**config.mk**
```make
export PLATFORM = sky130hd
export DESIGN_NAME = sd_autocmd_seq
export DESIGN_NICKNAME = d
export VERILOG_FILES = /design/src/rtl/sd_autocmd_pkg.sv /design/src/rtl/sd_blk_counter.sv /design/src/rtl/sd_autocmd_err.sv /design/src/rtl/sd_autocmd_fsm.sv /design/src/rtl/sd_autocmd_seq.sv
export SDC_FILE = /design/constraint.sdc
export NUM_CORES = 1
export LEC_CHECK = 0
export ABC_CLOCK_PERIOD_IN_PS = 3700
export BUFFER_PORTS_ARGS = -buffer_cell sky130_fd_sc_hd__buf_2
export CORE_MARGIN = 3
export CORE_UTILIZATION = 54
export DETAILED_ROUTE_END_ITERATION = 12
export PLACE_DENSITY = 0.86
export SLEW_MARGIN = 20
export SYNTH_ARGS = -nofsm -noshare
export SYNTH_HDL_FRONTEND = slang
export SYNTH_SLANG_ARGS = --single-unit
```
**constraint.sdc**
```tcl
create_clock -name clk_i -period 3.7 [get_ports clk_i]
set_input_delay 0.555 -clock clk_i [delete_from_list [all_inputs] [get_ports clk_i]]
set_output_delay 0.555 -clock clk_i [all_outputs]
set_load 0.1 [all_outputs]
```
**src/rtl/sd_autocmd_pkg.sv**
```systemverilog
package sd_autocmd_pkg;
  localparam int unsigned CMD_IDX_W   = 6;
  localparam int unsigned CMD_ARG_W   = 32;
  localparam int unsigned ERR_W       = 3;
  localparam int unsigned ERR_PRE     = 0;
  localparam int unsigned ERR_STOP    = 1;
  localparam int unsigned ERR_NOISS   = 2;
  localparam logic [CMD_IDX_W-1:0] IDX_SET_CNT = 6'd23;
  localparam logic [CMD_IDX_W-1:0] IDX_STOP    = 6'd12;

  typedef enum logic [1:0] {
    AM_NONE = 2'b00,
    AM_STOP = 2'b01,
    AM_PRE  = 2'b10,
    AM_RSVD = 2'b11
  } auto_mode_e;

  typedef enum logic [2:0] {
    ST_IDLE, ST_PRE_ISS, ST_PRE_WAIT, ST_USR_ISS,
    ST_USR_WAIT, ST_DATA, ST_STOP_ISS, ST_STOP_WAIT
  } seq_state_e;

  typedef enum logic [1:0] {
    SEL_USR, SEL_PRE, SEL_STOP
  } cmd_sel_e;
endpackage

```
**src/rtl/sd_blk_counter.sv**
```systemverilog
module sd_blk_counter #(
  parameter int unsigned CNT_W = 16
) (
  input  logic             clk_i,
  input  logic             rst_ni,
  input  logic             load_i,
  input  logic             en_i,
  input  logic [CNT_W-1:0] load_val_i,
  input  logic             step_i,
  output logic [CNT_W-1:0] count_o,
  output logic             zero_o,
  output logic             en_o
);
  logic [CNT_W-1:0] cnt_q;
  logic             en_q;

  always_ff @(posedge clk_i or negedge rst_ni) begin
    if (!rst_ni) begin
      cnt_q <= '0;
      en_q  <= 1'b0;
    end else if (load_i) begin
      cnt_q <= load_val_i;
      en_q  <= en_i;
    end else if (en_q && step_i && (cnt_q != '0)) begin
      cnt_q <= cnt_q - 1'b1;
    end
  end

  assign count_o = cnt_q;
  assign zero_o  = (cnt_q == '0);
  assign en_o    = en_q;
endmodule

```
**src/rtl/sd_autocmd_err.sv**
```systemverilog
module sd_autocmd_err #(
  parameter int unsigned W = 3
) (
  input  logic         clk_i,
  input  logic         rst_ni,
  input  logic [W-1:0] set_i,
  input  logic [W-1:0] clr_i,
  output logic [W-1:0] stat_o
);
  logic [W-1:0] stat_q;

  // set wins over a same-cycle clear
  always_ff @(posedge clk_i or negedge rst_ni) begin
    if (!rst_ni) stat_q <= '0;
    else         stat_q <= (stat_q & ~clr_i) | set_i;
  end

  assign stat_o = stat_q;
endmodule

```
**src/rtl/sd_autocmd_fsm.sv**
```systemverilog
module sd_autocmd_fsm
  import sd_autocmd_pkg::*;
(
  input  logic       clk_i,
  input  logic       rst_ni,
  input  logic       cmd_wr_i,
  input  logic [1:0] mode_i,
  input  logic       cnt_en_i,
  input  logic       cnt_zero_i,
  input  logic       rsp_done_i,
  input  logic       rsp_err_i,
  output logic       busy_o,
  output logic       accept_o,
  output logic       start_o,
  output cmd_sel_e   sel_o,
  output logic       xfer_active_o,
  output logic       in_stop_o,
  output logic       done_o,
  output logic       set_pre_err_o,
  output logic       set_stop_err_o,
  output logic       set_noiss_o
);
  seq_state_e state_q, state_d;
  auto_mode_e mode_q;
  logic       done_q;
  logic       go_data;
  logic       finish;

  assign accept_o = (state_q == ST_IDLE) && cmd_wr_i;
  assign go_data  = (mode_q == AM_STOP) && cnt_en_i && !cnt_zero_i;

  always_comb begin
    state_d = state_q;
    unique case (state_q)
      ST_IDLE:      if (accept_o)
                      state_d = (auto_mode_e'(mode_i) == AM_PRE) ? ST_PRE_ISS : ST_USR_ISS;
      ST_PRE_ISS:   state_d = ST_PRE_WAIT;
      ST_PRE_WAIT:  if (rsp_done_i) state_d = rsp_err_i ? ST_IDLE : ST_USR_ISS;
      ST_USR_ISS:   state_d = ST_USR_WAIT;
      ST_USR_WAIT:  if (rsp_done_i) state_d = go_data ? ST_DATA : ST_IDLE;
      ST_DATA:      if (cnt_zero_i) state_d = ST_STOP_ISS;
      ST_STOP_ISS:  state_d = ST_STOP_WAIT;
      ST_STOP_WAIT: if (rsp_done_i) state_d = ST_IDLE;
      default:      state_d = ST_IDLE;
    endcase
  end

  assign set_pre_err_o  = (state_q == ST_PRE_WAIT) && rsp_done_i && rsp_err_i;
  assign set_noiss_o    = set_pre_err_o;
  assign set_stop_err_o = (state_q == ST_STOP_WAIT) && rsp_done_i && rsp_err_i;
  assign finish = set_pre_err_o
               || ((state_q == ST_USR_WAIT) && rsp_done_i && !go_data)
               || ((state_q == ST_STOP_WAIT) && rsp_done_i);

  always_ff @(posedge clk_i or negedge rst_ni) begin
    if (!rst_ni) begin
      state_q <= ST_IDLE;
      mode_q  <= AM_NONE;
      done_q  <= 1'b0;
    end else begin
      state_q <= state_d;
      done_q  <= finish;
      if (accept_o) mode_q <= auto_mode_e'(mode_i);
    end
  end

  always_comb begin
    unique case (state_q)
      ST_PRE_ISS:  sel_o = SEL_PRE;
      ST_STOP_ISS: sel_o = SEL_STOP;
      default:     sel_o = SEL_USR;
    endcase
  end

  assign start_o       = (state_q == ST_PRE_ISS) || (state_q == ST_USR_ISS)
                      || (state_q == ST_STOP_ISS);
  assign busy_o        = (state_q != ST_IDLE);
  assign xfer_active_o = (state_q == ST_DATA);
  assign in_stop_o     = (state_q == ST_STOP_ISS);
  assign done_o        = done_q;
endmodule

```
**src/rtl/sd_autocmd_seq.sv**
```systemverilog
module sd_autocmd_seq
  import sd_autocmd_pkg::*;
#(
  parameter int unsigned BLK_W = 16
) (
  input  logic                 clk_i,
  input  logic                 rst_ni,
  input  logic                 xfer_dir_i,
  input  logic [1:0]           auto_mode_i,
  input  logic                 blk_cnt_en_i,
  input  logic                 dma_en_i,
  input  logic                 cmd_wr_i,
  input  logic [CMD_IDX_W-1:0] cmd_idx_i,
  input  logic [CMD_ARG_W-1:0] cmd_arg_i,
  input  logic [CMD_ARG_W-1:0] arg2_i,
  input  logic [BLK_W-1:0]     blk_cnt_i,
  input  logic                 blk_done_i,
  input  logic                 eng_rsp_done_i,
  input  logic                 eng_rsp_err_i,
  input  logic [ERR_W-1:0]     err_clr_i,
  output logic                 eng_start_o,
  output logic [CMD_IDX_W-1:0] eng_idx_o,
  output logic [CMD_ARG_W-1:0] eng_arg_o,
  output logic                 busy_o,
  output logic                 seq_done_o,
  output logic                 dma_start_o,
  output logic                 xfer_active_o,
  output logic                 xfer_read_o,
  output logic [BLK_W-1:0]     blk_left_o,
  output logic [ERR_W-1:0]     err_stat_o
);
  logic                 cmd_accept;
  logic                 cnt_en;
  logic                 cnt_zero;
  logic                 in_stop;
  logic                 set_pre, set_stop, set_noiss;
  cmd_sel_e             sel;
  logic [CMD_IDX_W-1:0] idx_q;
  logic [CMD_ARG_W-1:0] arg_q, arg2_q;
  logic                 dir_q, dma_q;
  logic [ERR_W-1:0]     err_set;

  sd_blk_counter #(.CNT_W(BLK_W)) u_cnt (
    .clk_i      (clk_i),
    .rst_ni     (rst_ni),
    .load_i     (cmd_accept),
    .en_i       (blk_cnt_en_i),
    .load_val_i (blk_cnt_i),
    .step_i     (blk_done_i),
    .count_o    (blk_left_o),
    .zero_o     (cnt_zero),
    .en_o       (cnt_en)
  );

  sd_autocmd_fsm u_fsm (
    .clk_i          (clk_i),
    .rst_ni         (rst_ni),
    .cmd_wr_i       (cmd_wr_i),
    .mode_i         (auto_mode_i),
    .cnt_en_i       (cnt_en),
    .cnt_zero_i     (cnt_zero),
    .rsp_done_i     (eng_rsp_done_i),
    .rsp_err_i      (eng_rsp_err_i),
    .busy_o         (busy_o),
    .accept_o       (cmd_accept),
    .start_o        (eng_start_o),
    .sel_o          (sel),
    .xfer_active_o  (xfer_active_o),
    .in_stop_o      (in_stop),
    .done_o         (seq_done_o),
    .set_pre_err_o  (set_pre),
    .set_stop_err_o (set_stop),
    .set_noiss_o    (set_noiss)
  );

  always_comb begin
    err_set            = '0;
    err_set[ERR_PRE]   = set_pre;
    err_set[ERR_STOP]  = set_stop;
    err_set[ERR_NOISS] = set_noiss;
  end

  sd_autocmd_err #(.W(ERR_W)) u_err (
    .clk_i  (clk_i),
    .rst_ni (rst_ni),
    .set_i  (err_set),
    .clr_i  (err_clr_i),
    .stat_o (err_stat_o)
  );

  always_ff @(posedge clk_i or negedge rst_ni) begin
    if (!rst_ni) begin
      idx_q  <= '0;
      arg_q  <= '0;
      arg2_q <= '0;
      dir_q  <= 1'b0;
      dma_q  <= 1'b0;
    end else begin
      dma_q <= cmd_accept && dma_en_i;
      if (cmd_accept) begin
        idx_q  <= cmd_idx_i;
        arg_q  <= cmd_arg_i;
        arg2_q <= arg2_i;
        dir_q  <= xfer_dir_i;
      end
    end
  end

  always_comb begin
    unique case (sel)
      SEL_PRE:  begin eng_idx_o = IDX_SET_CNT; eng_arg_o = arg2_q; end
      SEL_STOP: begin eng_idx_o = IDX_STOP;    eng_arg_o = '0;     end
      default:  begin eng_idx_o = idx_q;       eng_arg_o = arg_q;  end
    endcase
  end

  assign dma_start_o = dma_q;
  assign xfer_read_o = dir_q;
endmodule

```
# [After elaboration in Yosys (flattened, before gate mapping)]
# Index checks and enable logic that the tools add are counted.
# Widths: inputs -> output; s select.
[totals] out_inout_bits=63 inputBits=100 word_cells=69 ff_bits=98
[op_classes] addsub=1 muxes=14 n_reduce_logical=24 n_eq_ne=16 bitwise_logic=3
[op_table] cell="$pmux 32 s2" count=1
[op_table] cell="$mux 16" count=2
[op_table] cell="$pmux 3 s8" count=1
[op_table] cell="$mux 3" count=6
[op_table] cell="$logic_not 16->1" count=1
[op_table] cell="$reduce_bool 16->1" count=1
[op_table] cell="$sub 16x1->16 const B" count=1
[op_table] cell="$eq 3x3->1 const B" count=4
[op_table] cell="$logic_and 1x1->1" count=12
[op_table] cell="$pmux 6 s2" count=1
[op_table] cell="$ne 2x2->1 const B" count=4
[op_table] cell="$eq 3x2->1 const B" count=2
[op_table] cell="$reduce_and 5->1" count=1
[op_table] cell="$eq 2x1->1 const B" count=2
[op_table] cell="$eq 2x2->1 const B" count=2
[op_table] cell="$logic_or 1x1->1" count=4
[op_table] cell="$mux 2" count=2
[op_table] cell="$pmux 2 s2" count=1
[op_table] cell="$and 3x3->3" count=1
[op_table] cell="$eq 3x1->1 const B" count=1
[op_table] cell="$logic_not 3->1" count=1
[op_table] cell="$not 3->3" count=1
[op_table] cell="$or 3x3->3" count=1
[op_table] cell="$reduce_bool 3->1" count=1
[op_table] cell="3 further kinds" count=4

# [Longest topological paths before layout]
[logic_depth] depth_word=7 ltp_mapped=8 ltp_nobuf=7

# [Modules after synthesis]
# A second synthesis with hierarchy kept.
[hier_totals] hier_cells=386 area_unflattened_um2=5064.9
[by_module_without_submodules] module="sd_autocmd_seq" area_each_um2=3460.8 n_inst=1 cells_per_inst=208 seq_area_each_um2=1801.7
[by_module_without_submodules] module="sd_blk_counter" area_each_um2=1056.0 n_inst=1 cells_per_inst=115 seq_area_each_um2=425.4
[by_module_without_submodules] module="sd_autocmd_fsm" area_each_um2=439.2 n_inst=1 cells_per_inst=54 seq_area_each_um2=150.1
[by_module_without_submodules] module="sd_autocmd_err" area_each_um2=108.9 n_inst=1 cells_per_inst=9 seq_area_each_um2=75.1

# [Least setup slack after synthesis]
# No wires, ideal clock.
[synth_timing] path_kind="register -> output" startpoint="reg u_fsm.state_q[1]" endpoint="out eng_arg_o[0]" path_buffers=2 stages_incl_launch_ff=7 required_time_ps=3145 arrival_time_ps=2184 setup_slack_ps=961 path_cell_list="dfrtp_1 clkbuf_1 nand2b_1 nor2_1 a21oi_1 clkbuf_1 a22o_1"
[synth_via] elab_chain_cells=4 elab_cells_between_ends=6 cone_classes="eq/ne (4); mux (2)"
[synth_lines] element="start, declared" line_no="sd_autocmd_fsm.sv:23" text="seq_state_e state_q, state_d;"
[synth_lines] element="start signal, assigned" line_no="sd_autocmd_fsm.sv:61" text="state_q <= state_d;"
[synth_lines] element="$eq 3x3->1 or $eq 3x1->1 (tied branches)" line_no="sd_autocmd_fsm.sv:68" text="unique case (state_q)"
[synth_lines] element="$pmux 2 s2 (*)" line_no="sd_autocmd_fsm.sv:68"
[synth_lines] element="$eq 2x2->1 or $eq 2x1->1 (tied branches)" line_no="sd_autocmd_seq.sv:110" text="unique case (sel)"
[synth_lines] element="$pmux 32 s2 (*)" line_no="sd_autocmd_seq.sv:110"
[synth_lines] element="end, declared" line_no="sd_autocmd_seq.sv:23" text="output logic [CMD_ARG_W-1:0] eng_arg_o,"
# Every way passes the cells marked *; elsewhere a longest branch is shown, timed or not.

# [Final worst setup path]
[layout_timing] startpoint="reg u_fsm.state_q[1]" endpoint="out eng_arg_o[24]"
# The elaborated chain is that of the path after synthesis.

==> out/qor.csv <==
metric,value,unit
outcome,completed,
maximum single-stage delay on the critical path,0.63,ns
die area,9580,sq um
register clock-pin slew on the reported worst setup and hold paths,0.10,ns
Final Hold Viols,0,
standard cell core area,7970,sq um
critical path data arrival time,2.64,ns
highest clock frequency the design can meet,313,MHz
worst-case clock buffer depth,2,
synthesized instance count,538,
height of the die,97.9,um
synthesized area,4560,sq um
global-route met1 utilization,31.6,%
wire length of the first global-routing pass,19.6,mm
Unique masters post-synth,40,
path class of the lowest-slack min-delay path,in -> async,
vias after detailed routing,4295,
vias in the first global route,4272,
crit share post-route,86.4,%
Syn. warnings,0,
"Max FO, Critical Path",20,
most used routing layer in global routing,met2,
"Worst Path Class, Setup",reg -> out,
Top delay family on crit path,buffers and inverters,
register bit count reported by yosys,98,
fraction of layout cells with a size suffix above 1,27.7,%
area post-placement,5450,sq um
total of cells resized after clock tree synthesis,0,
met2 GRT Util,40.3,%
Skew-Pair Late Insertion Delay,0.35,ns
first drt pass iteration count,6,
number of max-slew violations in the final report,0,
main flop type after synthesis,dfrtp_1,
input/output buffers,162,
CTS tree,done,
global routing usage summed across all routing layers,24.3,%
wire per inst,14.6,um
routability congestion estimate from global placement,0.826,
final total negative setup slack,0,ns
row count,32,
die extent in x,97.9,um
First DRT Iteration DRCs,164,
signed area change from the synthesized netlist to the final layout,24.1,%
total stage count of the critical path,6,
Detail Route Antenna Nets,0,
finished layout cell area,5660,sq um
clock tree sinks,98,
setup repair after global routing missed its margin,no,
FF-to-FF Start,u_fsm.state_q[2],
library cell with the highest instance count after synthesis,nand2_1,
Total Nets Final,784,
number of buffers inserted during clock tree synthesis,9,
cell depth of the worst flop-to-flop path,5,
count of flip-flops with a built-in enable after synthesis,0,
clock tree root buffer cell,clkbuf_8,
Hold Buf Count CTS,0,
# H-tree levels,3,
post-synth top area cell,dfrtp_1,
proportion of netlist area held by the largest area contributor,53.8,%
met3 Usage GRT,6.36,%
Top Ports,163,
launching instance or port of the critical path,u_fsm.state_q[1],
remaining global-route overflow,0,
total nets after synthesis,639,
proportion of synthesized flip-flops having asynchronous set or reset,100,%
sort of element at the start of the critical path,register,
estimated wirelength of the detail-placed design,8.05,mm
R2R Path End,arg_q[26],
slack of the worst reg-to-reg path,1.16,ns
starting density of the core,57.2,%
cells traversed along the worst timing path,"nand2b_1, nor2_2, a21oi_4, buf_4, a22o_1, buf_2",
Post CTS Setup Buffer Count,0,
required arrival time at the worst endpoint,3.14,ns
Setup Viol. Count Final,0,
"wirelength, routed",11.5,mm
worst clock skew,0.0141,ns
average instance area after synthesis,8.47,sq um
post-synthesis sequential area ratio,53.8,%
Least-Margin Pin Slew,0.943,ns
initial antenna violation count,1,
post-layout min period,3.20,ns
layout filler cell count,660,
list of most frequent post-synthesis cells,"nand2_1 (248), dfrtp_1 (98), a22o_1 (34)",
tightest slew margin relative to the limit,36.9,%
endpoint kind of the worst setup timing path,output pin,
via density per instance,5.44,
buffers and inverters on the worst path,2,
largest cells by area after synthesis,"dfrtp_1 (54%), nand2_1 (20%), a22o_1 (6.5%), clkbuf_1 (2.6%), xnor2_1 (2.3%)",
largest net degree at the start of global routing,95,
cell with the biggest individual delay on the critical path,dfrtp_1,
max_cap viols,0,
detailed-route DRC error count,0,
capture point of the critical path,eng_arg_o[24],
logic make-up (layout without fill, tap and decap cells):
logic type,after synthesis,after routing,synth area share [%]
simple gates,303,303,27.5
fa+ha+maj,1,1,0.274
xor+xnor,12,12,2.31
other cells,0,1,0
flops,98,98,53.8
mux,1,1,0.247
buf+inv,41,190,3.40
compound gates,82,82,12.5
per-layer routing:
layer | part of all wire [%] | wire length [um] | vias up
met1 | 41 | 4730 | 2031
met5 | 0 | 0 | -
met3 | 8.8 | 1010 | 24
li1 | - | - | 2050
met4 | 2.0 | 229 | 0
met2 | 48 | 5570 | 190
worst min-delay path by stage:
stage / start / end / depth (start not counted)
3_5_place_dp: idx_q[2] / idx_q[2] / 2
2_1_floorplan: rst_ni / arg2_q[0] / 0
5_1_grt: rst_ni / u_cnt.count_o[11] / 1
3_3_place_gp: idx_q[5] / idx_q[5] / 2
4_1_cts: err_clr_i[0] / u_err.stat_o[0] / 2
6_report: rst_ni / u_cnt.count_o[11] / 1
layout by cell type (no fill, tap or decap), drive strengths merged, types with 3 or more instances in the layout:
| cell | netlist | routed |
|---|---|---|
| nand2 | 248 | 248 |
| clkbuf | 31 | 11 |
| a21oi | 19 | 19 |
| nor3 | 6 | 6 |
| nor2b | 3 | 3 |
| nand4 | 3 | 3 |
| nand3 | 4 | 4 |
| nor4 | 4 | 4 |
| nor2 | 15 | 15 |
| o21ai | 18 | 18 |
| or3 | 4 | 4 |
| inv | 8 | 8 |
| dfrtp | 98 | 98 |
| buf | 2 | 167 |
| a22o | 34 | 34 |
| xnor2 | 12 | 12 |
| or4b | 3 | 3 |
| nand2b | 4 | 4 |
final cells by class:
class	instances	area, sq um	area share (%)
Inverter	8	30.0	0.531
Timing Repair Buffer	167	867	15.3
Sequential cell	98	2450	43.3
Antenna cell	1	2.50	0.0442
Tap cell	102	128	2.26
Clock buffer	11	151	2.68
Clock inverter	4	51.3	0.907
Multi-Input combinational cell	399	1980	34.9
flip-flops by register name (all words and copies together), names as in the netlist:
register       cells
arg2_q            32
arg_q             32
dma_start_o        1
idx_q              6
u_cnt.count_o     16
u_cnt.en_o         1
u_err.stat_o       3
u_fsm.done_o       1
u_fsm.mode_q       2
u_fsm.state_q      3
xfer_read_o        1
stage by stage:
| step | instances | worst slack, ns | utilization (%) | hold slack [ns] |
|---|---|---|---|---|
| floorplan | 538 | 0.961 | - | 0.259 |
| global placement | 774 | 1.02 | 68.4 | 0.451 |
| detailed placement | 774 | 0.929 | 68.4 | 0.458 |
| CTS | 789 | 0.525 | 70.9 | 0.365 |
| global route | 790 | 0.348 | 71.0 | 0.305 |
| finish | 790 | 0.503 | 71.0 | 0.251 |
worst register-to-register path, cell delays in order, from the launching register on:
cell and delay, ns:
dfrtp_1 0.56, nor3_1 0.51, nand2_2 0.65, buf_4 0.54
nand2_1 0.12, nand2_1 0.06
Power is not shown: default switching activity piles up to over one toggle a cycle in this logic, so the estimate is an artifact.
